## config.mk

```make
export PLATFORM = sky130hd
export DESIGN_NAME = ddr2_init_seq
export DESIGN_NICKNAME = d
export VERILOG_FILES = /design/src/rtl/ddr2_init_pkg.sv /design/src/rtl/ddr2_init_steps.sv /design/src/rtl/ddr2_wait_timer.sv /design/src/rtl/ddr2_cmd_drive.sv /design/src/rtl/ddr2_init_seq.sv
export SDC_FILE = /design/constraint.sdc
export NUM_CORES = 1
export LEC_CHECK = 0
export BUFFER_PORTS_ARGS = -buffer_cell sky130_fd_sc_hd__buf_2
export CAP_MARGIN = 40
export CELL_PAD_IN_SITES_DETAIL_PLACEMENT = 0
export CELL_PAD_IN_SITES_GLOBAL_PLACEMENT = 1
export CORE_ASPECT_RATIO = 0.75
export CORE_MARGIN = 2
export CORE_UTILIZATION = 36
export CTS_CLUSTER_DIAMETER = 50
export CTS_CLUSTER_SIZE = 25
export DETAILED_ROUTE_END_ITERATION = 7
export GPL_ROUTABILITY_DRIVEN = 0
export PLACE_DENSITY = 0.88
export SLEW_MARGIN = 30
export SYNTH_ARGS = -nofsm -noshare
export SYNTH_HDL_FRONTEND = slang
export SYNTH_SLANG_ARGS = --single-unit
```

## constraint.sdc

```tcl
create_clock -name clk -period 2.1 [get_ports clk]
set_input_delay 0.42 -clock clk [delete_from_list [all_inputs] [get_ports clk]]
set_output_delay 0.42 -clock clk [all_outputs]
set_load 0.05 [all_outputs]
```

## src/rtl/ddr2_init_pkg.sv

```systemverilog
package ddr2_init_pkg;
  localparam int ADDR_W        = 13;
  localparam int BA_W          = 2;
  localparam int NSTEPS        = 11;
  localparam int DLL_RST_STEP  = 4;
  // bit positions decoded by the memory device
  localparam int BIT_DLL_OFF   = 0;
  localparam int BIT_DLL_RST   = 8;
  localparam int BIT_ALL_BANKS = 10;
  localparam int OCD_LSB       = 7;
  localparam int OCD_MSB       = 9;

  typedef enum logic [2:0] {K_DESEL, K_NOP, K_PREA, K_REF, K_MRW} cmd_kind_e;

  typedef struct packed {
    logic cs_n;
    logic ras_n;
    logic cas_n;
    logic we_n;
  } cmd_pins_t;

  function automatic cmd_pins_t pins_of(cmd_kind_e k);
    case (k)
      K_NOP:   return cmd_pins_t'(4'b0111);
      K_PREA:  return cmd_pins_t'(4'b0010);
      K_REF:   return cmd_pins_t'(4'b0001);
      K_MRW:   return cmd_pins_t'(4'b0000);
      default: return cmd_pins_t'(4'b1111);
    endcase
  endfunction

  function automatic int max_of(int a, int b);
    return (a > b) ? a : b;
  endfunction
endpackage

```

## src/rtl/ddr2_init_steps.sv

```systemverilog
module ddr2_init_steps
  import ddr2_init_pkg::*;
#(
  parameter int T_RP   = 3,
  parameter int T_MRD  = 2,
  parameter int T_RFC  = 26,
  parameter int WAIT_W = 8,
  parameter int STEP_W = 4
) (
  input  logic [STEP_W-1:0] step,
  input  logic [ADDR_W-1:0] mr_cfg,
  input  logic [ADDR_W-1:0] emr1_cfg,
  input  logic [ADDR_W-1:0] emr2_cfg,
  output cmd_kind_e         kind,
  output logic [BA_W-1:0]   ba,
  output logic [ADDR_W-1:0] addr,
  output logic [WAIT_W-1:0] wait_clks
);
  logic [ADDR_W-1:0] emr1_base, emr1_ocd, mr_rst, mr_run, prea_addr;

  always_comb begin
    emr1_base = emr1_cfg;
    emr1_base[BIT_DLL_OFF] = 1'b0;
    emr1_base[OCD_MSB:OCD_LSB] = '0;
    emr1_ocd = emr1_base;
    emr1_ocd[OCD_MSB:OCD_LSB] = '1;
    mr_rst = mr_cfg;
    mr_rst[BIT_DLL_RST] = 1'b1;
    mr_run = mr_cfg;
    mr_run[BIT_DLL_RST] = 1'b0;
    prea_addr = '0;
    prea_addr[BIT_ALL_BANKS] = 1'b1;
  end

  always_comb begin
    kind      = K_NOP;
    ba        = '0;
    addr      = '0;
    wait_clks = WAIT_W'(T_MRD);
    case (int'(step))
      0, 5: begin
        kind = K_PREA; addr = prea_addr; wait_clks = WAIT_W'(T_RP);
      end
      1: begin kind = K_MRW; ba = BA_W'(2); addr = emr2_cfg; end
      2: begin kind = K_MRW; ba = BA_W'(3); end
      3: begin kind = K_MRW; ba = BA_W'(1); addr = emr1_base; end
      4: begin kind = K_MRW; addr = mr_rst; end
      6, 7: begin kind = K_REF; wait_clks = WAIT_W'(T_RFC); end
      8: begin kind = K_MRW; addr = mr_run; end
      9: begin kind = K_MRW; ba = BA_W'(1); addr = emr1_ocd; end
      10: begin kind = K_MRW; ba = BA_W'(1); addr = emr1_base; end
      default: wait_clks = '0;
    endcase
  end
endmodule

```

## src/rtl/ddr2_wait_timer.sv

```systemverilog
module ddr2_wait_timer #(
  parameter int CNT_W = 8
) (
  input  logic             clk,
  input  logic             rst_n,
  input  logic             load,
  input  logic [CNT_W-1:0] load_val,
  input  logic             tick,
  output logic             zero
);
  logic [CNT_W-1:0] cnt_q;

  always_ff @(posedge clk or negedge rst_n) begin
    if (!rst_n)                     cnt_q <= '0;
    else if (load)                  cnt_q <= load_val;
    else if (tick && cnt_q != '0)   cnt_q <= cnt_q - 1'b1;
  end

  assign zero = (cnt_q == '0);

  a_r12_frozen_without_tick: assert property (@(posedge clk) disable iff (!rst_n)
    (!load && !tick) |=> $stable(cnt_q));

  a_r8_no_wrap: assert property (@(posedge clk) disable iff (!rst_n)
    (!load && zero) |=> zero);
endmodule

```

## src/rtl/ddr2_cmd_drive.sv

```systemverilog
module ddr2_cmd_drive
  import ddr2_init_pkg::*;
(
  input  logic              clk,
  input  logic              rst_n,
  input  cmd_kind_e         kind,
  input  logic [BA_W-1:0]   ba_in,
  input  logic [ADDR_W-1:0] addr_in,
  output logic              cs_n,
  output logic              ras_n,
  output logic              cas_n,
  output logic              we_n,
  output logic [BA_W-1:0]   ba,
  output logic [ADDR_W-1:0] addr
);
  cmd_pins_t pins_q;

  always_ff @(posedge clk or negedge rst_n) begin
    if (!rst_n) begin
      pins_q <= pins_of(K_DESEL);
      ba     <= '0;
      addr   <= '0;
    end else begin
      pins_q <= pins_of(kind);
      ba     <= ba_in;
      addr   <= addr_in;
    end
  end

  assign cs_n  = pins_q.cs_n;
  assign ras_n = pins_q.ras_n;
  assign cas_n = pins_q.cas_n;
  assign we_n  = pins_q.we_n;

  a_r4_prea_all_banks: assert property (@(posedge clk) disable iff (!rst_n)
    (!cs_n && !ras_n && cas_n && !we_n) |-> addr[BIT_ALL_BANKS]);
endmodule

```

## src/rtl/ddr2_init_seq.sv

```systemverilog
module ddr2_init_seq
  import ddr2_init_pkg::*;
#(
  parameter int T_PWR = 100,
  parameter int T_CKE = 20,
  parameter int T_RP  = 3,
  parameter int T_MRD = 2,
  parameter int T_RFC = 26,
  parameter int T_DLL = 200
) (
  input  logic              clk,
  input  logic              rst_n,
  input  logic              start,
  input  logic              tick,
  input  logic [ADDR_W-1:0] mr_cfg,
  input  logic [ADDR_W-1:0] emr1_cfg,
  input  logic [ADDR_W-1:0] emr2_cfg,
  output logic              mem_cs_n,
  output logic              mem_ras_n,
  output logic              mem_cas_n,
  output logic              mem_we_n,
  output logic [BA_W-1:0]   mem_ba,
  output logic [ADDR_W-1:0] mem_addr,
  output logic              mem_cke,
  output logic              mem_odt,
  output logic              init_done
);
  localparam int WAIT_MAX = max_of(max_of(max_of(T_PWR, T_CKE), max_of(T_RP, T_MRD)), T_RFC);
  localparam int WAIT_W   = $clog2(WAIT_MAX + 1);
  localparam int DLL_W    = $clog2(T_DLL + 1);
  localparam int STEP_W   = $clog2(NSTEPS + 1);

  typedef enum logic [2:0] {ST_IDLE, ST_PWR, ST_CKEW, ST_SEQ, ST_DONE} state_e;

  state_e              state_q, state_d;
  logic [STEP_W-1:0]   step_q, step_d;
  logic                cke_q, cke_d, done_q, done_d;
  logic                seq_load, seq_zero, dll_load, dll_zero, issue;
  logic [WAIT_W-1:0]   seq_val, tbl_wait;
  cmd_kind_e           tbl_kind, drv_kind;
  logic [BA_W-1:0]     tbl_ba, drv_ba;
  logic [ADDR_W-1:0]   tbl_addr, drv_addr;

  ddr2_init_steps #(
    .T_RP(T_RP), .T_MRD(T_MRD), .T_RFC(T_RFC), .WAIT_W(WAIT_W), .STEP_W(STEP_W)
  ) u_steps (
    .step(step_q), .mr_cfg(mr_cfg), .emr1_cfg(emr1_cfg), .emr2_cfg(emr2_cfg),
    .kind(tbl_kind), .ba(tbl_ba), .addr(tbl_addr), .wait_clks(tbl_wait)
  );

  ddr2_wait_timer #(.CNT_W(WAIT_W)) u_seq_timer (
    .clk(clk), .rst_n(rst_n), .load(seq_load), .load_val(seq_val),
    .tick(tick), .zero(seq_zero)
  );

  ddr2_wait_timer #(.CNT_W(DLL_W)) u_dll_timer (
    .clk(clk), .rst_n(rst_n), .load(dll_load), .load_val(DLL_W'(T_DLL)),
    .tick(tick), .zero(dll_zero)
  );

  always_comb begin
    state_d  = state_q;
    step_d   = step_q;
    cke_d    = cke_q;
    done_d   = done_q;
    seq_load = 1'b0;
    seq_val  = '0;
    dll_load = 1'b0;
    issue    = 1'b0;
    drv_kind = cke_q ? K_NOP : K_DESEL;
    drv_ba   = '0;
    drv_addr = '0;
    case (state_q)
      ST_IDLE: if (start) begin
        state_d  = ST_PWR;
        seq_load = 1'b1;
        seq_val  = WAIT_W'(T_PWR);
      end
      ST_PWR: if (seq_zero) begin
        cke_d    = 1'b1;
        drv_kind = K_NOP;
        state_d  = ST_CKEW;
        seq_load = 1'b1;
        seq_val  = WAIT_W'(T_CKE);
      end
      ST_CKEW: if (seq_zero) issue = 1'b1;
      ST_SEQ: if (seq_zero) begin
        if (int'(step_q) == NSTEPS) begin
          if (dll_zero) begin
            done_d  = 1'b1;
            state_d = ST_DONE;
          end
        end else begin
          issue = 1'b1;
        end
      end
      default: ;
    endcase
    if (issue) begin
      drv_kind = tbl_kind;
      drv_ba   = tbl_ba;
      drv_addr = tbl_addr;
      seq_load = 1'b1;
      seq_val  = tbl_wait;
      step_d   = step_q + 1'b1;
      state_d  = ST_SEQ;
      dll_load = (int'(step_q) == DLL_RST_STEP);
    end
  end

  always_ff @(posedge clk or negedge rst_n) begin
    if (!rst_n) begin
      state_q <= ST_IDLE;
      step_q  <= '0;
      cke_q   <= 1'b0;
      done_q  <= 1'b0;
    end else begin
      state_q <= state_d;
      step_q  <= step_d;
      cke_q   <= cke_d;
      done_q  <= done_d;
    end
  end

  ddr2_cmd_drive u_drive (
    .clk(clk), .rst_n(rst_n), .kind(drv_kind), .ba_in(drv_ba), .addr_in(drv_addr),
    .cs_n(mem_cs_n), .ras_n(mem_ras_n), .cas_n(mem_cas_n), .we_n(mem_we_n),
    .ba(mem_ba), .addr(mem_addr)
  );

  assign mem_cke   = cke_q;
  assign mem_odt   = 1'b0;
  assign init_done = done_q;

  a_r2_desel_while_cke_low: assert property (@(posedge clk) disable iff (!rst_n)
    !mem_cke |-> mem_cs_n);

  a_r2_cke_sticky: assert property (@(posedge clk) disable iff (!rst_n)
    mem_cke |=> mem_cke);

  a_r8_one_cycle_command: assert property (@(posedge clk) disable iff (!rst_n)
    (!mem_cs_n && !(mem_ras_n && mem_cas_n && mem_we_n))
      |=> (mem_ras_n && mem_cas_n && mem_we_n));

  a_r9_done_sticky: assert property (@(posedge clk) disable iff (!rst_n)
    init_done |=> init_done);

  a_r9_done_after_dll: assert property (@(posedge clk) disable iff (!rst_n)
    init_done |-> (dll_zero && mem_cke));

  a_r3_step_bounded: assert property (@(posedge clk) disable iff (!rst_n)
    int'(step_q) <= NSTEPS);
endmodule

```

* After elaboration in Yosys (flattened, before gate mapping) *
Cells that the tools add are included.

storage, ports and cells
  bits in registers = 43
  latch bits = 0
  RAM bits = 0
  ROM bits = 0
  input port bits = 43
  output and inout bits = 22
  memories kept = 0

cells by class
  $add $sub $neg = 3
  multipliers = 0
  divide/modulo/power cells = 0
  $lt $le $gt $ge = 0
  equal/unequal tests = 24
  shifts and indexed selects = 0
  multiplexer cells = 34
  bitwise gates (word level) = 0
  reduce and logical (&&, ||, !) cells = 19

operators by type and width
  kind                 count
  $pmux 13 s6          1
  $mux 7               4
  $mux 3               7
  $eq 4x4->1 const B   5
  $pmux 3 s3           2
  $eq 4x3->1 const B   4
  $mux 8               2
  $pmux 4 s4           1
  $ne 3x3->1 const B   5
  $pmux 5 s3           1
  $pmux 7 s2           1
  $mux 13              1
  $eq 3x2->1 const B   4
  $mux 1               9
  $eq 4x2->1 const B   2
  $logic_not 8->1      1
  $reduce_bool 8->1    1
  $sub 8x1->8 const B  1
  $logic_not 7->1      1
  $reduce_bool 7->1    1
  $reduce_or 7->1      1
  $sub 7x1->7 const B  1
  $eq 3x1->1 const B   2
  $pmux 2 s3           1
  other kinds (16)     21

* Longest topological paths before layout *
  depth in word-level cells = 7
  gate-level depth with buffers = 8

* Modules after synthesis *
Synthesis repeated with hierarchy kept, for this count alone.

second synthesis, totals
  cells, all modules = 288
  area, all modules = 2761.4 um^2

by module, submodules not included
  module                         instances  cells each  area an instance (um^2)
  ddr2_init_seq                  1          81          743.2
  ddr2_cmd_drive                 1          26          530.5
  ddr2_wait_timer (u_dll_timer)  1          58          528.0
  ddr2_init_steps                1          71          498.0
  ddr2_wait_timer (u_seq_timer)  1          52          461.7

* Worst setup path after synthesis *
No wires, ideal clock.

  kind = reg2reg
  start = register u_seq_timer.cnt_q[0]
  end = register step_q[3]
  arrival = 1.826 ns
  path slack = 0.142 ns
  cell stages (with the launch flop) = 9
  path buffers = 2
  period minus slack after synthesis = 1.958 ns
  cells stage by stage = dfrtp_1 > inv_1 > ha_1 > or4b_1 > buf_6 > nor3_4 > buf_6 > nand4_4 > xnor2_2

on the way
  word-level cells in the longest chain between the ends = 3
  elaborated cells on any way between the ends = 4

RTL lines
  item                       RTL line                                  source
  from (decl)                ddr2_wait_timer.sv:11                     logic [CNT_W-1:0] cnt_q;
  from (signal assigned)     ddr2_wait_timer.sv:15                     else if (load) cnt_q <= load_val;
  from (signal assigned)     ddr2_wait_timer.sv:16                     else if (tick && cnt_q != '0) cnt_q <= cnt_q - 1'b1;
  $logic_not 7->1 *          ddr2_wait_timer.sv:19                     assign zero = (cnt_q == '0);
  $mux 1 (on tied branches)  ddr2_init_seq.sv:87, ddr2_init_seq.sv:86
  $pmux 1 s2 *               ddr2_init_seq.sv:73                       case (state_q)
  to (signal assigned)       ddr2_init_seq.sv:119                      step_q <= step_d;
  to (decl)                  ddr2_init_seq.sv:36                       logic [STEP_W-1:0] step_q, step_d;

Every way passes the cells marked *; elsewhere a longest branch is shown, timed or not.
A chain may end at the register's enable or synchronous reset.

* Final worst setup path *
  start = register u_seq_timer.cnt_q[0]
  end = register u_seq_timer.cnt_q[3]

on the way
  word-level cells in the longest chain between the ends = 5
  elaborated cells on any way between the ends = 13

RTL lines
  item
  parallel branches: the longest is 5 deep, another holds $sub 7x1->7

Several ways; the timed one is not identified. The select of a mux whose other input is x is not followed.

==> results.txt <==
DRC - 0
Diodes inserted - 0
Via/cell ratio - 5.41
Tot Pwr - 2.97 mW
Crit path max fanout - 6
Avg Inst Size Synth - 9.78 um^2
Area share of and/or/nand/nor cells after synthesis - 21.5%
Clk_lat worst skew - 300 ps
# nets final - 372
Sequential share of the synthesized area - 45.5%
Grt peak-use layer - met2
Leakage - 1.42 nW
Grt total ovfl - 0
Row cnt - 25
Worst-Margin Slew - 543 ps
Compound-Gate Fraction of Synth Area - 20.5%
Pwr Density - 969 mW/mm^2
Die Footprint - 0.00728 mm^2
HPWL Detailed - 4.35 mm
CTS root buffer - clkbuf_8
Layout Area Growth over Synthesis - 28.8%
Count of cell types in the netlist - 62
Vias in the first global route - 1,992
HP Class - primary input to asynchronous set/reset pin
Status - finished clean
Max IR drop VDD - 0.000450 V
Drt initial violations - 201
Final setup fails - 0
Slew margin rel. - 63.8%
Primary FF master, synth - dfrtp_1
Most common cell after layout, fill and taps aside - buf_2
Most frequent cells in the layout - 58 x buf_2, 39 x dfrtp_1, 31 x nor2_1
Mux cell area share after synthesis - 0.842%
Worst path max stage delay - 460 ps
Syn_nets - 293
Worst EP required - 2290 ps
Synth warn - 0
RSZ-0062 raised after global routing - true
GRT met2 Usage - 24.7%
Drt wl/cell - 14.6 um
CTS tree - done
Max Freq - 0.485 GHz
Mapped Cells - 243
Gr usage total - 16.5%
Max-Cap Viols - 0
Number of hold violations in the final report - 0
FILL cells - 597
CP startpoint kind - flop
WP data arrival - 2250 ps
Area of the multi-input gates - 0.00122 mm^2
Top-level I/O count - 65
Final Skew - 3.05 ps
Met1 Use GR - 23.5%
Async set-reset flop share out of synthesis - 100%
Final core occ - 48.2%
Via count - 2,184
Initial Utilization - 37.4%
H-tree Lvls - 2
Layout cell share with drive strength beyond 1 - 34.1%
Fin crit share - 98.2%
CTS buffer count - 5
Met3 Track Usage GR - 4.51%
Depth of the most critical reg-to-reg path - 7
Slew Limit Fails - 0
Crit-path cells - inv_1, ha_2, or4b_4, buf_6, o31ai_4, o211ai_2, o211a_1
Mapped Area - 0.00238 mm^2
Chip width - 97.8 um
Core area - 0.00635 mm^2
PortBufs - 58
Pre-antenna DRT Iters - 5
Post-DRT Antenna Nets - 0
Die Ht - 74.4 um
Initial antenna violation count - 0
FF+latch count, synth - 43
Largest net degree at the start of global routing - 44
Post-synthesis xor/xnor area fraction - 3.26%
Largest family of logic cells by synthesized area - simple AND/OR/NAND/NOR gates
Adder-Cell Fraction of Synth Area - 3.68%
Global-route wire length before repair - 9.51 mm
Crit Path Class - flop to flop
CTS Buffer Depth - 2
CTS clk-pin slew, worst paths - 80 ps
WL final - 5.89 mm
Post-synth EDFFs - 0
Reg area - 0.00108 mm^2
CP endpoint kind - flop
Final min period - 2060 ps
# clock sinks - 43
CP max-delay cell - or4b_4
[worst paths after layout]
| check | start | end | slack [ps] |
|---|---|---|---|
| setup / recovery | u_seq_timer.cnt_q[0] | u_seq_timer.cnt_q[3] | 40 |
| hold / removal | rst_n | u_dll_timer.cnt_q[4] | 190 |
| setup reg to reg | u_seq_timer.cnt_q[0] | u_seq_timer.cnt_q[3] | 40 |
| hold reg to reg | init_done | init_done | 470 |
| max in group asynchronous | rst_n | u_drive.cs_n | 1540 |
| min in group clk | mr_cfg[10] | u_drive.addr[10] | 350 |
[report_power, final]
part           internal (mW)  leakage [nW]  switching, mW
clock                  0.475        0.0654          0.291
sequential              1.01         0.545          0.188
combinational          0.448         0.807          0.553
[final cells by class]
type / count / area share, %
inverter: 11 / 1.35
timing repair buffer: 83 / 15.8
clock inverter: 2 / 1.96
sequential: 43 / 35.3
multi-input combinational: 178 / 39.9
clock buffer: 6 / 2.37
tap: 81 / 3.31
[critical path: cells and delay by family, from the launching register on]
family / cells / cell delay (ps)
AO/OA/AOI/OAI: 3 / 680
AND/OR/NAND/NOR: 1 / 460
flip-flops: 1 / 380
buffers and inverters: 2 / 230
adder cells (fa/ha/maj): 1 / 200
[synthesized netlist by cell type, drive strengths merged, types with 2 or more instances]
library cell,n,area [um^2]
ha,7,87.6
xnor2,5,51.3
dfrtp,39,976
nor3,5,41.3
a21oi,11,55.1
xor2,3,26.3
nand3,12,65.1
nor4b,2,17.5
o211ai,2,20.0
inv,11,41.3
dfstp,4,105
o21bai,2,15.0
or2,2,12.5
a31oi,3,18.8
or4b,3,30.0
buf,5,45.0
mux2i,2,20.0
clkbuf,6,22.5
nand4,4,40.0
nand2,20,75.1
a311oi,2,17.5
o31ai,3,36.3
and3,2,12.5
nand2b,4,25.0
o21ai,14,70.1
a222oi,8,80.1
nor2b,6,37.5
a211oi,2,20.0
nor2,32,123
a22oi,2,15.0
[flip-flops by register name, summed over array words and instances, names as in the netlist]
name / flops
u_drive.cs_n: 1
u_seq_timer.cnt_q: 7
init_done: 1
u_drive.addr: 13
u_drive.ras_n: 1
u_drive.we_n: 1
u_dll_timer.cnt_q: 8
u_drive.ba: 2
state_q: 3
mem_cke: 1
u_drive.cas_n: 1
step_q: 4
[metal layers]
metal  up-vias  part of all wire [%]
li1       1050                     -
met1      1038                    47
met2        88                    44
met3         8                   7.7
met4         0                  0.88
met5         -                     0
[kinds of logic (layout without fill, tap and decap cells)]
group,after synthesis,count (layout)
multiplexers,2,2
buffers and inverters,22,102
adder cells (fa/ha/maj),7,7
AND/OR/NAND/NOR,96,96
other,1,1
AO/OA/AOI/OAI,64,64
flip-flops,43,43
XOR/XNOR,8,8
[through the flow]
step | worst slack, ps | setup TNS, ps | instance area (um^2) | hold slack [ps] | cells
3_3_place_gp | 32.0 | 0 | 2880 | 455 | 395
3_5_place_dp | 40.3 | 0 | 2880 | 447 | 395
4_1_cts | 23.3 | 0 | 3010 | 202 | 403
2_1_floorplan | 142 | 0 | 2380 | 124 | 243
6_report | 38.0 | 0 | 3060 | 186 | 404
5_1_grt | -50.7 | -155 | 3060 | 220 | 404
[timing repair]
| item | in CTS | in global routing |
|---|---|---|
| hold buffers | 0 | 0 |
| endpoints found under the setup margin | 0 | 19 |
| buffers inserted | 0 | 1 |
| resized for setup | 0 | 8 |
(Power assumes the default switching activity.)
